$ cat src/rtl/fbh_pkg.sv
package fbh_pkg;
  typedef enum logic [1:0] {
    LD_IDLE = 2'd0,
    LD_FILL = 2'd1,
    LD_LIST = 2'd2
  } ld_state_e;
endpackage

$ cat src/rtl/fbh_cell.sv
module fbh_cell #(
  parameter int WEAR_W = 8
) (
  input  logic              clk,
  input  logic              rst_n,
  input  logic              load_en,
  input  logic [WEAR_W-1:0] load_wear,
  input  logic              mark_en,
  input  logic              erase_en,
  output logic              usable
);
  localparam logic [WEAR_W-1:0] UNLIM = {WEAR_W{1'b1}};

  logic              bad_q;
  logic [WEAR_W-1:0] wear_q;

  always_ff @(posedge clk) begin
    if (!rst_n) begin
      bad_q  <= 1'b0;
      wear_q <= '0;
    end else if (load_en) begin
      bad_q  <= 1'b0;
      wear_q <= load_wear;
    end else begin
      if (mark_en) bad_q <= 1'b1;
      if (erase_en && (wear_q != '0) && (wear_q != UNLIM))
        wear_q <= wear_q - 1'b1;
    end
  end

  assign usable = !bad_q && (wear_q != '0);

  // an unlimited counter stays unlimited until the next load
  assert_unlimited_sticky_R3: assert property (@(posedge clk) disable iff (!rst_n)
    (!load_en && wear_q == UNLIM) |=> (wear_q == UNLIM));
  // an exhausted counter never wraps
  assert_no_wrap_R9: assert property (@(posedge clk) disable iff (!rst_n)
    (!load_en && wear_q == '0) |=> (wear_q == '0));
  // a bad mark is kept until the next load
  assert_bad_sticky_R4: assert property (@(posedge clk) disable iff (!rst_n)
    (!load_en && bad_q) |=> bad_q);
endmodule

$ cat src/rtl/fbh_loader.sv
module fbh_loader
  import fbh_pkg::*;
#(
  parameter int NUM_BLOCKS = 16,
  parameter int WEAR_W     = 8,
  parameter int LIST_W     = 32,
  parameter int MAX_BAD    = 4,
  localparam int BIDX_W    = (NUM_BLOCKS > 1) ? $clog2(NUM_BLOCKS) : 1,
  localparam int CNT_W     = $clog2(MAX_BAD + 1)
) (
  input  logic              clk,
  input  logic              rst_n,
  input  logic              init_start,
  input  logic [WEAR_W-1:0] init_wear,
  input  logic              bb_valid,
  output logic              bb_ready,
  input  logic [LIST_W-1:0] bb_index,
  output logic              busy,
  output logic              init_error,
  output logic              load_en,
  output logic [WEAR_W-1:0] load_wear,
  output logic              mark_en,
  output logic [BIDX_W-1:0] mark_idx
);
  localparam logic [LIST_W-1:0] SENTINEL = {LIST_W{1'b1}};
  localparam logic [LIST_W-1:0] NB_L     = LIST_W'(NUM_BLOCKS);
  localparam logic [CNT_W-1:0]  LAST_CNT = CNT_W'(MAX_BAD - 1);

  ld_state_e         state_q;
  logic [CNT_W-1:0]  cnt_q;
  logic              err_q;
  logic [WEAR_W-1:0] wear_q;
  logic              take, is_end, is_oob;

  assign busy      = (state_q != LD_IDLE);
  assign bb_ready  = (state_q == LD_LIST);
  assign load_en   = (state_q == LD_FILL);
  assign load_wear = wear_q;
  assign take      = bb_valid && bb_ready;
  assign is_end    = (bb_index == SENTINEL);
  assign is_oob    = !is_end && (bb_index >= NB_L);
  assign mark_en   = take && !is_end && !is_oob;
  assign mark_idx  = bb_index[BIDX_W-1:0];
  assign init_error = err_q;

  always_ff @(posedge clk) begin
    if (!rst_n) begin
      state_q <= LD_IDLE;
      cnt_q   <= '0;
      err_q   <= 1'b0;
      wear_q  <= '0;
    end else begin
      unique case (state_q)
        LD_IDLE: if (init_start) begin
          state_q <= LD_FILL;
          err_q   <= 1'b0;
          cnt_q   <= '0;
          wear_q  <= (init_wear == '0) ? {WEAR_W{1'b1}} : init_wear;
        end
        LD_FILL: state_q <= LD_LIST;
        LD_LIST: if (take) begin
          if (is_end) begin
            state_q <= LD_IDLE;
          end else if (is_oob) begin
            state_q <= LD_IDLE;
            err_q   <= 1'b1;
          end else begin
            cnt_q <= cnt_q + 1'b1;
            if (cnt_q == LAST_CNT) state_q <= LD_IDLE;
          end
        end
        default: state_q <= LD_IDLE;
      endcase
    end
  end

  // an accepted start clears the error flag
  assert_err_clear_R6: assert property (@(posedge clk) disable iff (!rst_n)
    (init_start && !busy) |=> (!init_error && busy));
  // the mark count never exceeds its limit
  assert_mark_limit_R5: assert property (@(posedge clk) disable iff (!rst_n)
    mark_en |-> (cnt_q < CNT_W'(MAX_BAD)));
  // counters are loaded the cycle after an accepted start
  assert_fill_follows_R2: assert property (@(posedge clk) disable iff (!rst_n)
    (init_start && !busy) |=> load_en);
endmodule

$ cat src/rtl/fbh_query.sv
module fbh_query #(
  parameter int NUM_BLOCKS = 16,
  parameter int BLK_W      = 8,
  localparam int BIDX_W    = (NUM_BLOCKS > 1) ? $clog2(NUM_BLOCKS) : 1
) (
  input  logic                  clk,
  input  logic                  rst_n,
  input  logic                  busy,
  input  logic [NUM_BLOCKS-1:0] usable,
  input  logic                  q_valid,
  output logic                  q_ready,
  input  logic [BLK_W-1:0]      q_block,
  output logic                  rsp_valid,
  output logic                  rsp_ok
);
  localparam logic [BLK_W-1:0] NB_Q = BLK_W'(NUM_BLOCKS);

  logic in_range, accept;

  assign q_ready  = !busy;
  assign accept   = q_valid && q_ready;
  assign in_range = (q_block < NB_Q);

  always_ff @(posedge clk) begin
    if (!rst_n) begin
      rsp_valid <= 1'b0;
      rsp_ok    <= 1'b0;
    end else begin
      rsp_valid <= accept;
      rsp_ok    <= accept && in_range && usable[q_block[BIDX_W-1:0]];
    end
  end

  // one answer per accepted query, one cycle later
  assert_rsp_latency_R7: assert property (@(posedge clk) disable iff (!rst_n)
    accept |=> rsp_valid);
  assert_rsp_only_R7: assert property (@(posedge clk) disable iff (!rst_n)
    !accept |=> !rsp_valid);
  // out-of-range queries are answered unusable
  assert_oob_invalid_R8: assert property (@(posedge clk) disable iff (!rst_n)
    (accept && !in_range) |=> !rsp_ok);
endmodule

$ cat src/rtl/flash_block_health.sv
module flash_block_health #(
  parameter int BLOCKS_PER_LUN = 8,
  parameter int NUM_LUNS       = 2,
  parameter int WEAR_W         = 8,
  parameter int BLK_W          = 8,
  parameter int MAX_BAD        = 4
) (
  input  logic              clk,
  input  logic              rst_n,
  input  logic              init_start,
  input  logic [WEAR_W-1:0] init_wear,
  input  logic              bb_valid,
  output logic              bb_ready,
  input  logic [31:0]       bb_index,
  output logic              busy,
  output logic              init_error,
  input  logic              q_valid,
  output logic              q_ready,
  input  logic [BLK_W-1:0]  q_block,
  output logic              rsp_valid,
  output logic              rsp_ok,
  input  logic              er_valid,
  output logic              er_ready,
  input  logic [BLK_W-1:0]  er_block
);
  localparam int NUM_BLOCKS = BLOCKS_PER_LUN * NUM_LUNS;
  localparam int BIDX_W     = (NUM_BLOCKS > 1) ? $clog2(NUM_BLOCKS) : 1;

  logic                  load_en, mark_en, er_take;
  logic [WEAR_W-1:0]     load_wear;
  logic [BIDX_W-1:0]     mark_idx;
  logic [NUM_BLOCKS-1:0] usable;

  fbh_loader #(
    .NUM_BLOCKS(NUM_BLOCKS), .WEAR_W(WEAR_W), .LIST_W(32), .MAX_BAD(MAX_BAD)
  ) u_loader (
    .clk(clk), .rst_n(rst_n), .init_start(init_start), .init_wear(init_wear),
    .bb_valid(bb_valid), .bb_ready(bb_ready), .bb_index(bb_index),
    .busy(busy), .init_error(init_error), .load_en(load_en),
    .load_wear(load_wear), .mark_en(mark_en), .mark_idx(mark_idx)
  );

  assign er_ready = !busy;
  assign er_take  = er_valid && er_ready;

  for (genvar g = 0; g < NUM_BLOCKS; g++) begin : g_cell
    fbh_cell #(.WEAR_W(WEAR_W)) u_cell (
      .clk(clk), .rst_n(rst_n),
      .load_en(load_en), .load_wear(load_wear),
      .mark_en(mark_en && (mark_idx == BIDX_W'(g))),
      .erase_en(er_take && (er_block == BLK_W'(g))),
      .usable(usable[g])
    );
  end

  fbh_query #(.NUM_BLOCKS(NUM_BLOCKS), .BLK_W(BLK_W)) u_query (
    .clk(clk), .rst_n(rst_n), .busy(busy), .usable(usable),
    .q_valid(q_valid), .q_ready(q_ready), .q_block(q_block),
    .rsp_valid(rsp_valid), .rsp_ok(rsp_ok)
  );

  // neither side channel is accepted during initialisation
  assert_busy_stall_R7: assert property (@(posedge clk) disable iff (!rst_n)
    busy |-> (!q_ready && !er_ready));
  // the list channel is only open during initialisation
  assert_list_in_init_R4: assert property (@(posedge clk) disable iff (!rst_n)
    bb_ready |-> busy);
endmodule

$ cat config.mk
export PLATFORM = sky130hd
export DESIGN_NAME = flash_block_health
export DESIGN_NICKNAME = d
export VERILOG_FILES = /design/src/rtl/fbh_pkg.sv /design/src/rtl/fbh_cell.sv /design/src/rtl/fbh_loader.sv /design/src/rtl/fbh_query.sv /design/src/rtl/flash_block_health.sv
export SDC_FILE = /design/constraint.sdc
export NUM_CORES = 1
export LEC_CHECK = 0
export ABC_AREA = 0
export BUFFER_PORTS_ARGS = -buffer_cell sky130_fd_sc_hd__buf_2
export CORE_MARGIN = 2
export CORE_UTILIZATION = 55
export DETAILED_ROUTE_END_ITERATION = 8
export GPL_ROUTABILITY_DRIVEN = 1
export PLACE_DENSITY = 0.75
export SLEW_MARGIN = 20
export SYNTH_ARGS = -nofsm -noshare
export SYNTH_HDL_FRONTEND = slang
export SYNTH_SLANG_ARGS = --single-unit
$ cat constraint.sdc
create_clock -name clk -period 3.1 [get_ports clk]
set_clock_uncertainty 0.05 [all_clocks]
set_input_delay 0.155 -clock clk [delete_from_list [all_inputs] [get_ports clk]]
set_output_delay 0.155 -clock clk [all_outputs]
set_load 0.01 [all_outputs]
==> key figures, run 1 <==
Timing
  • Min Tclk post-route: 2930 ps
  • Min setup slack post-route: 168 ps
  • Final hold vios: 0
  • Actual slew at the worst max-slew pin: 712 ps
  • Worst hold margin: 24.3 ps
  • TNS Setup: 0 ps
  • Final period utilization: 94.6%
  • Final setup viols: 0
  • Max-slew violation count: 0
  • RSZ-0062 raised after global routing: no
  • Peak Freq: 0.341 GHz
  • Relative slew slack: 52.4%

Placement
  • Dpl ws: 200 ps
  • HPWL Detailed: 17600 um
  • Routability Congestion: 0.876
  • I/O Buffers: 68

Yosys
  • Simple-Gate Fraction of Synth Area: 27.0%
  • Top cells by area, synth: dfxtp_1 35%, ha_1 6.9%, a31oi_1 3.4%, nor4_1 3.4%, xnor2_1 3.4%
  • Main combinational cell family by area after synthesis: simple AND/OR/NAND/NOR gates
  • Synth Area per Inst: 8.39 um^2
  • Syn Inst Count: 1089
  • Ys Warns: 0
  • Post-synth top cells: 160 x dfxtp_1, 81 x nor2_1, 73 x inv_1
  • Unique masters post-synth: 67
  • Post-synthesis compound-gate area fraction: 19.4%
  • Yosys top cell by area: dfxtp_1
  • Syn nets: 1201
  • Seq/Total Area, Yosys: 35.1%
  • Xor/xnor share of the synthesized area: 3.74%
  • Synthesized flop and latch total: 160
  • Mux contribution to synthesized area: 2.53%
  • Adder-cell area share of the yosys netlist: 6.85%
  • Mapped cell area: 9130 um^2
  • EDFF count, synth: 0
  • Synth top area share: 35.1%
  • Post-synth top flop: dfxtp_1
  • Most frequent cell after synthesis: dfxtp_1
  • Asr flop ratio synth: 0%

Setup path
  • Most used cell, CP: or4_1
  • Worst EP arrival: 3240 ps
  • WS Path Type: flip-flop to flip-flop
  • Crit path capture type: flip-flop
  • WP data required: 3400 ps
  • Startpoint Class: flip-flop
  • Crit path max-delay cell type: or4_1
  • Crit path cell chain: or4b_4, or4_1, or4_1, or4_1, a31oi_1
  • Critical path peak fanout: 7
  • CP max stage delay: 650 ps

Power and ir drop
  • Pleak: 3.95 nW
  • Maximum vdd drop: 0.000419 V
  • Total power: 5.41 mW
  • P per Cell Area: 513 nW/um^2

Route
  • Initial DRT Pass Iterations: 6
  • Final wirelength: 25700 um
  • Drt first-iter violations: 785
  • Post-DRT Antenna Nets: 0
  • Via density per instance: 6.36
  • Drt drc: 0
  • Post-detailed-route wirelength per cell: 18.4 um
  • Vias: 8885

Layout
  • Antenna diodes: 0
  • Final #Nets: 1277
  • Utilization after layout: 64.2%
  • Share of cells above drive strength 1: 16.2%
  • Area Growth Syn to Fin: 15.3%

Clock tree
  • Root buffer cell: clkbuf_16
  • Later-pin clock latency in the skew report: 430 ps
  • Clock H-tree levels: 4
  • CTS Buf Count: 17
  • Clock slew at reported path FFs: 60 ps
  • PostCTS Resize Cnt: 0
  • CTS tree: done
  • CTS Buffer Depth: 2
  • # clock sinks: 160

Global route
  • GRT Overall Usage: 29.0%
  • Largest net degree at the start of global routing: 86
  • GRT Residual Overflow: 0
  • First-pass GRT wire length: 40800 um
  • Number of global-route vias before repair: 8015
  • Initial antenna violation count: 1

Die
  • Row count: 47
  • Die height: 133 um
  • I/O pins: 69
  • DIE AREA: 17700 um^2
  • Initial core utilization: 55.7%
  • Area of the core: 16400 um^2
  • Die Span X: 133 um

Worst hold path
  • Min-delay worst type: input pin to flip-flop

Run status
  • Status: complete, no violations

Run
  • # Max-Cap Violations: 0
cell families (layout without fill, tap and decap cells):
family | Yosys count | count (layout)
simple gates | 426 | 426
compound gates | 262 | 262
flops | 160 | 160
buf+inv | 131 | 220
fa+ha+maj | 50 | 50
xor+xnor | 39 | 39
mux | 21 | 21
critical path: cells and delay by family, from the launching register on:
| kind | cells | cell delay (ps) |
|---|---|---|
| simple gates | 4 | 2280 |
| compound gates | 1 | 160 |
| flops | 1 | 370 |
layer usage:
layer / wire length, um / track usage (%)
met3: 2170 / 7.32
met4: 622 / 9.38
met2: 11800 / 47.2
met5: 26 / 0
met1: 11100 / 37.9
power breakdown:
group | leakage [nW] | switching, mW | total [mW] | internal (mW)
sequential | 1.31 | 0.142 | 2.32 | 2.18
clock | 0.274 | 0.885 | 2.14 | 1.25
combinational | 2.37 | 0.574 | 0.947 | 0.373
registers in the layout, summed over array words and instances, names as in the netlist:
name	count
u_query.rsp_valid	1
u_loader.load_wear	8
g_cell.u_cell.wear_q	128
g_cell.u_cell.bad_q	16
u_loader.init_error	1
u_query.rsp_ok	1
u_loader.state_q	2
u_loader.cnt_q	3
path summary, 6_finish.rpt:
check | start | end | slack, ps | depth (start not counted)
max | u_loader.state_q[0]$_SDFFE_PN0P_ | g_cell[3].u_cell.wear_q[3]$_SDFFE_PN0P_ | 170 | 5
min | init_start | u_loader.state_q[0]$_SDFFE_PN0P_ | 20 | 2
max reg2reg | u_loader.state_q[0]$_SDFFE_PN0P_ | g_cell[3].u_cell.wear_q[3]$_SDFFE_PN0P_ | 170 | 5
min reg2reg | g_cell[12].u_cell.bad_q$_SDFFE_PP0P_ | g_cell[12].u_cell.bad_q$_SDFFE_PP0P_ | 420 | 2
area by class of cell:
type | count | area [um^2]
Tap cell | 220 | 275
Multi-Input combinational cell | 798 | 5450
Inverter | 73 | 274
Sequential cell | 160 | 3200
Clock buffer | 21 | 470
Timing Repair Buffer | 115 | 728
Fill cell | 1393 | 5870
Clock inverter | 11 | 131
placed cells by master, fill, tap and decap left out, drive strengths merged, types with 22 or more instances in the layout:
master	count
nor4	50
nor3	50
nand2	33
o21ai	52
xnor2	35
nand4	41
buf	106
nand3	30
a31oi	50
ha	50
a21oi	49
inv	74
nor2	81
dfxtp	160
or4	22
metrics by stage:
step / cells / instance area, um^2
detailed placement: 1357 / 9840
floorplan: 1089 / 9130
global placement: 1357 / 9840
global route: 1398 / 10500
finish: 1398 / 10500
CTS: 1398 / 10500
timing repair:
item / in CTS / in global routing
hold buffers: 9 / 0
endpoints found under the setup margin: 0 / 0
setup buffers: 0 / 0
endpoints found under the hold margin: 9 / 0
No activity file was read; power rests on OpenSTA's default activity.
==> run 2: changes to the inputs <==
--- a/config.mk
+++ b/config.mk
@@ -7,12 +7,15 @@
 export LEC_CHECK = 0
 export ABC_AREA = 0
 export BUFFER_PORTS_ARGS = -buffer_cell sky130_fd_sc_hd__buf_2
+export CELL_PAD_IN_SITES_DETAIL_PLACEMENT = 1
+export CELL_PAD_IN_SITES_GLOBAL_PLACEMENT = 1
 export CORE_MARGIN = 2
-export CORE_UTILIZATION = 55
+export CORE_UTILIZATION = 46
 export DETAILED_ROUTE_END_ITERATION = 8
 export GPL_ROUTABILITY_DRIVEN = 1
-export PLACE_DENSITY = 0.75
+export PLACE_DENSITY = 0.81
 export SLEW_MARGIN = 20
 export SYNTH_ARGS = -nofsm -noshare
 export SYNTH_HDL_FRONTEND = slang
+export SYNTH_HIERARCHICAL = 1
 export SYNTH_SLANG_ARGS = --single-unit
==> run 2 against run 1 <==
Sequential share of layout area is 2.5 points lower. Clock-buffer cell count is 1 higher. Core utilization is 9.9 points lower. Largest power group unchanged.
==> key figures, run 2 <==
Timing
  • Max-slew violation count: 0 (unchanged)
  • Peak Freq: 0.333 GHz (was 0.341 GHz)
  • Actual slew at the worst max-slew pin: 1110 ps (was 712 ps)
  • RSZ-0062 raised after global routing: yes (was no)
  • Final period utilization: 97.0% (was 94.6%)
  • Relative slew slack: 26.0% (was 52.4%)
  • Min Tclk post-route: 3010 ps (was 2930 ps)
  • Final hold vios: 0 (unchanged)
  • Worst hold margin: 21.8 ps (was 24.3 ps)
  • Final setup viols: 0 (unchanged)

Layout
  • Utilization after layout: 54.3% (was 64.2%)
  • Area Growth Syn to Fin: 15.4% (was 15.3%)
  • Final #Nets: 1441 (was 1277)
  • Commonest non-fill, non-tap cell in the layout: dfxtp_1 (unchanged)
  • Share of cells above drive strength 1: 15.2% (was 16.2%)
  • Top reg by flops: g_cell.u_cell/wear_q (was g_cell.u_cell.wear_q)
  • Largest register FFs: 128 (unchanged)
  • Most frequent cells in the layout: 160 x dfxtp_1, 129 x o21ai_0, 97 x nor2_1 (was 160 x dfxtp_1, 81 x nor2_1, 73 x inv_1)

Setup path
  • WS Path Type: flip-flop to flip-flop (unchanged)
  • Crit path max-delay cell type: or4_2 (was or4_1)
  • R2R Setup Slk: 90 ps (was 170 ps)
  • Crit path cell chain: or2_2, or4b_1, buf_6, nor3_1, nand2_1, o21bai_1, or4_2, a31oi_1 (was or4b_4, or4_1, or4_1, or4_1, a31oi_1)
  • Cell count along the critical path: 8 (was 5)
  • Crit path capture type: flip-flop (unchanged)
  • CP max stage delay: 630 ps (was 650 ps)
  • Startpoint Class: flip-flop (unchanged)
  • Crit path max-delay family: simple AND/OR/NAND/NOR gates (unchanged)
  • Critical path peak fanout: 16 (was 7)
  • WP data required: 3410 ps (was 3400 ps)
  • Worst EP arrival: 3310 ps (was 3240 ps)
  • WP buf/inv: 1 (was 0)
  • R2R cell count: 8 (was 5)

Yosys
  • Synth Area per Inst: 8.06 um^2 (was 8.39 um^2)
  • Syn Inst Count: 1234 (was 1089)
  • Unique masters post-synth: 51 (was 67)
  • Syn nets: 1346 (was 1201)
  • Yosys top cell by area: dfxtp_1 (unchanged)
  • Mapped cell area: 9950 um^2 (was 9130 um^2)
  • Synth top area share: 32.2% (was 35.1%)
  • Top cells by area, synth: dfxtp_1 32%, o21ai_0 6.5%, ha_1 6.3%, a31oi_1 5.0%, or4_1 4.9% (was dfxtp_1 35%, ha_1 6.9%, a31oi_1 3.4%, nor4_1 3.4%, xnor2_1 3.4%)
  • EDFF count, synth: 0 (unchanged)
  • Seq/Total Area, Yosys: 32.2% (was 35.1%)
  • Asr flop ratio synth: 0% (unchanged)
  • Ys Warns: 6 (was 0)
  • Post-synth top cells: 160 x dfxtp_1, 129 x o21ai_0, 97 x nor2_1 (was 160 x dfxtp_1, 81 x nor2_1, 73 x inv_1)
  • Post-synth top flop: dfxtp_1 (unchanged)
  • Most frequent cell after synthesis: dfxtp_1 (unchanged)
  • Synthesized flop and latch total: 160 (unchanged)

Clock tree
  • CTS Buffer Depth: 2 (unchanged)
  • CTS Buf Count: 17 (unchanged)
  • Clock slew at reported path FFs: 60 ps (about the same)
  • Clock H-tree levels: 4 (unchanged)
  • Later-pin clock latency in the skew report: 430 ps (about the same)
  • # clock sinks: 160 (unchanged)
  • CTS tree: done (unchanged)
  • Root buffer cell: clkbuf_16 (unchanged)
  • Post-CTS setup buffer count: 0 (unchanged)

Route
  • Post-DRT Antenna Nets: 0 (unchanged)
  • Drt drc: 0 (unchanged)
  • Via density per instance: 6.66 (was 6.36)
  • Vias: 10800 (was 8885)
  • Initial DRT Pass Iterations: 5 (was 6)
  • Drt first-iter violations: 811 (was 785)
  • Final wirelength: 35200 um (was 25700 um)
  • Post-detailed-route wirelength per cell: 21.8 um (was 18.4 um)

Run status
  • Status: complete, no violations (unchanged)

Die
  • I/O pins: 69 (unchanged)
  • Die Span X: 151 um (was 133 um)
  • Die height: 151 um (was 133 um)
  • Area of the core: 21200 um^2 (was 16400 um^2)
  • Initial core utilization: 47.0% (was 55.7%)
  • Row count: 53 (was 47)
  • DIE AREA: 22800 um^2 (was 17700 um^2)

Global route
  • First-pass GRT wire length: 55500 um (was 40800 um)
  • Initial antenna violation count: 1 (unchanged)
  • Largest net degree at the start of global routing: 72 (was 86)
  • Number of global-route vias before repair: 10600 (was 8015)
  • GRT Residual Overflow: 0 (unchanged)
  • GRT Overall Usage: 31.1% (was 29.0%)

Power and ir drop
  • Pleak: 4.10 nW (was 3.95 nW)
  • P per Cell Area: 505 nW/um^2 (was 513 nW/um^2)
  • Maximum vdd drop: 0.000298 V (was 0.000419 V)
  • Total power: 5.80 mW (was 5.41 mW)

Placement
  • HPWL Detailed: 23300 um (was 17600 um)
  • Routability Congestion: 0.874 (was 0.876)
  • I/O Buffers: 68 (unchanged)

Worst hold path
  • Min-delay worst type: input pin to flip-flop (unchanged)
  • Hold path cells: 4 (was 2)

Run
  • # Max-Cap Violations: 0 (unchanged)
run 2: cells by family (layout without fill, tap and decap cells):
| group | count (synthesis) | in the layout | share of synthesized area [%] |
|---|---|---|---|
| buf+inv | 125 | 233 | 5.09 |
| other cells | 0 | 1 | 0 |
| compound gates | 374 | 374 | 24.6 |
| simple gates | 518 | 518 | 30.5 |
| flops | 160 | 160 | 32.2 |
| mux | 7 | 7 | 1.37 |
| fa+ha+maj | 50 | 50 | 6.29 |
run 2: power breakdown:
group	leakage [nW]	internal, mW	total (mW)	switching (mW)
sequential	1.30	2.18	2.38	0.199
combinational	2.52	0.502	1.29	0.791
clock	0.284	1.23	2.13	0.905
run 2: per-stage QoR:
stage                     worst slack (ps)  cell area [um^2]  TNS [ps]  instances
after detailed placement              99.0             10800         0       1575
after floorplan                        201              9950         0       1234
after global routing                 -23.0             11500     -85.6       1617
after global placement                 233             10800         0       1575
after CTS                             58.3             11400         0       1617
final                                 94.3             11500         0       1618
run 2: final timing paths:
kind,endpoint,startpoint
worst min-delay path,u_query/rsp_ok$_SDFF_PN0_,q_block[5]
worst max register to register,g_cell[8].u_cell/wear_q[6]$_SDFFE_PN0P_,u_loader/state_q[0]$_SDFFE_PN0P_
worst min register to register,u_loader/cnt_q[1]$_SDFFE_PN0P_,u_loader/cnt_q[1]$_SDFFE_PN0P_
worst max-delay path,g_cell[8].u_cell/wear_q[6]$_SDFFE_PN0P_,u_loader/state_q[0]$_SDFFE_PN0P_
run 2: cell type report:
| class | count | area, um^2 |
|---|---|---|
| Clock buffer | 22 | 464 |
| Clock inverter | 10 | 110 |
| Sequential cell | 160 | 3200 |
| Fill cell | 2580 | 9670 |
| Antenna cell | 1 | 2.50 |
| Timing Repair Buffer | 116 | 744 |
| Inverter | 85 | 319 |
| Tap cell | 275 | 344 |
| Multi-Input combinational cell | 949 | 6300 |
run 2: worst min-delay path, cell delays in order:
cell and delay (ps):
buf_2 70, nor4_1 60, o211ai_2 70, a21oi_1 80
run 2: layer usage:
metal / vias up / GRT usage (%) / wire [um]
met4: 0 / 11.9 / 1040
li1: 5049 / - / -
met3: 75 / 5.03 / 2370
met1: 5311 / 40.5 / 15400
met5: - / 0 / 0
met2: 345 / 51.7 / 16400
run 2: timing repair:
item                                    CTS  global route
resized for setup                         0             8
hold buffers                             10             0
endpoints found under the setup margin    0            34
endpoints found under the hold margin    11             0
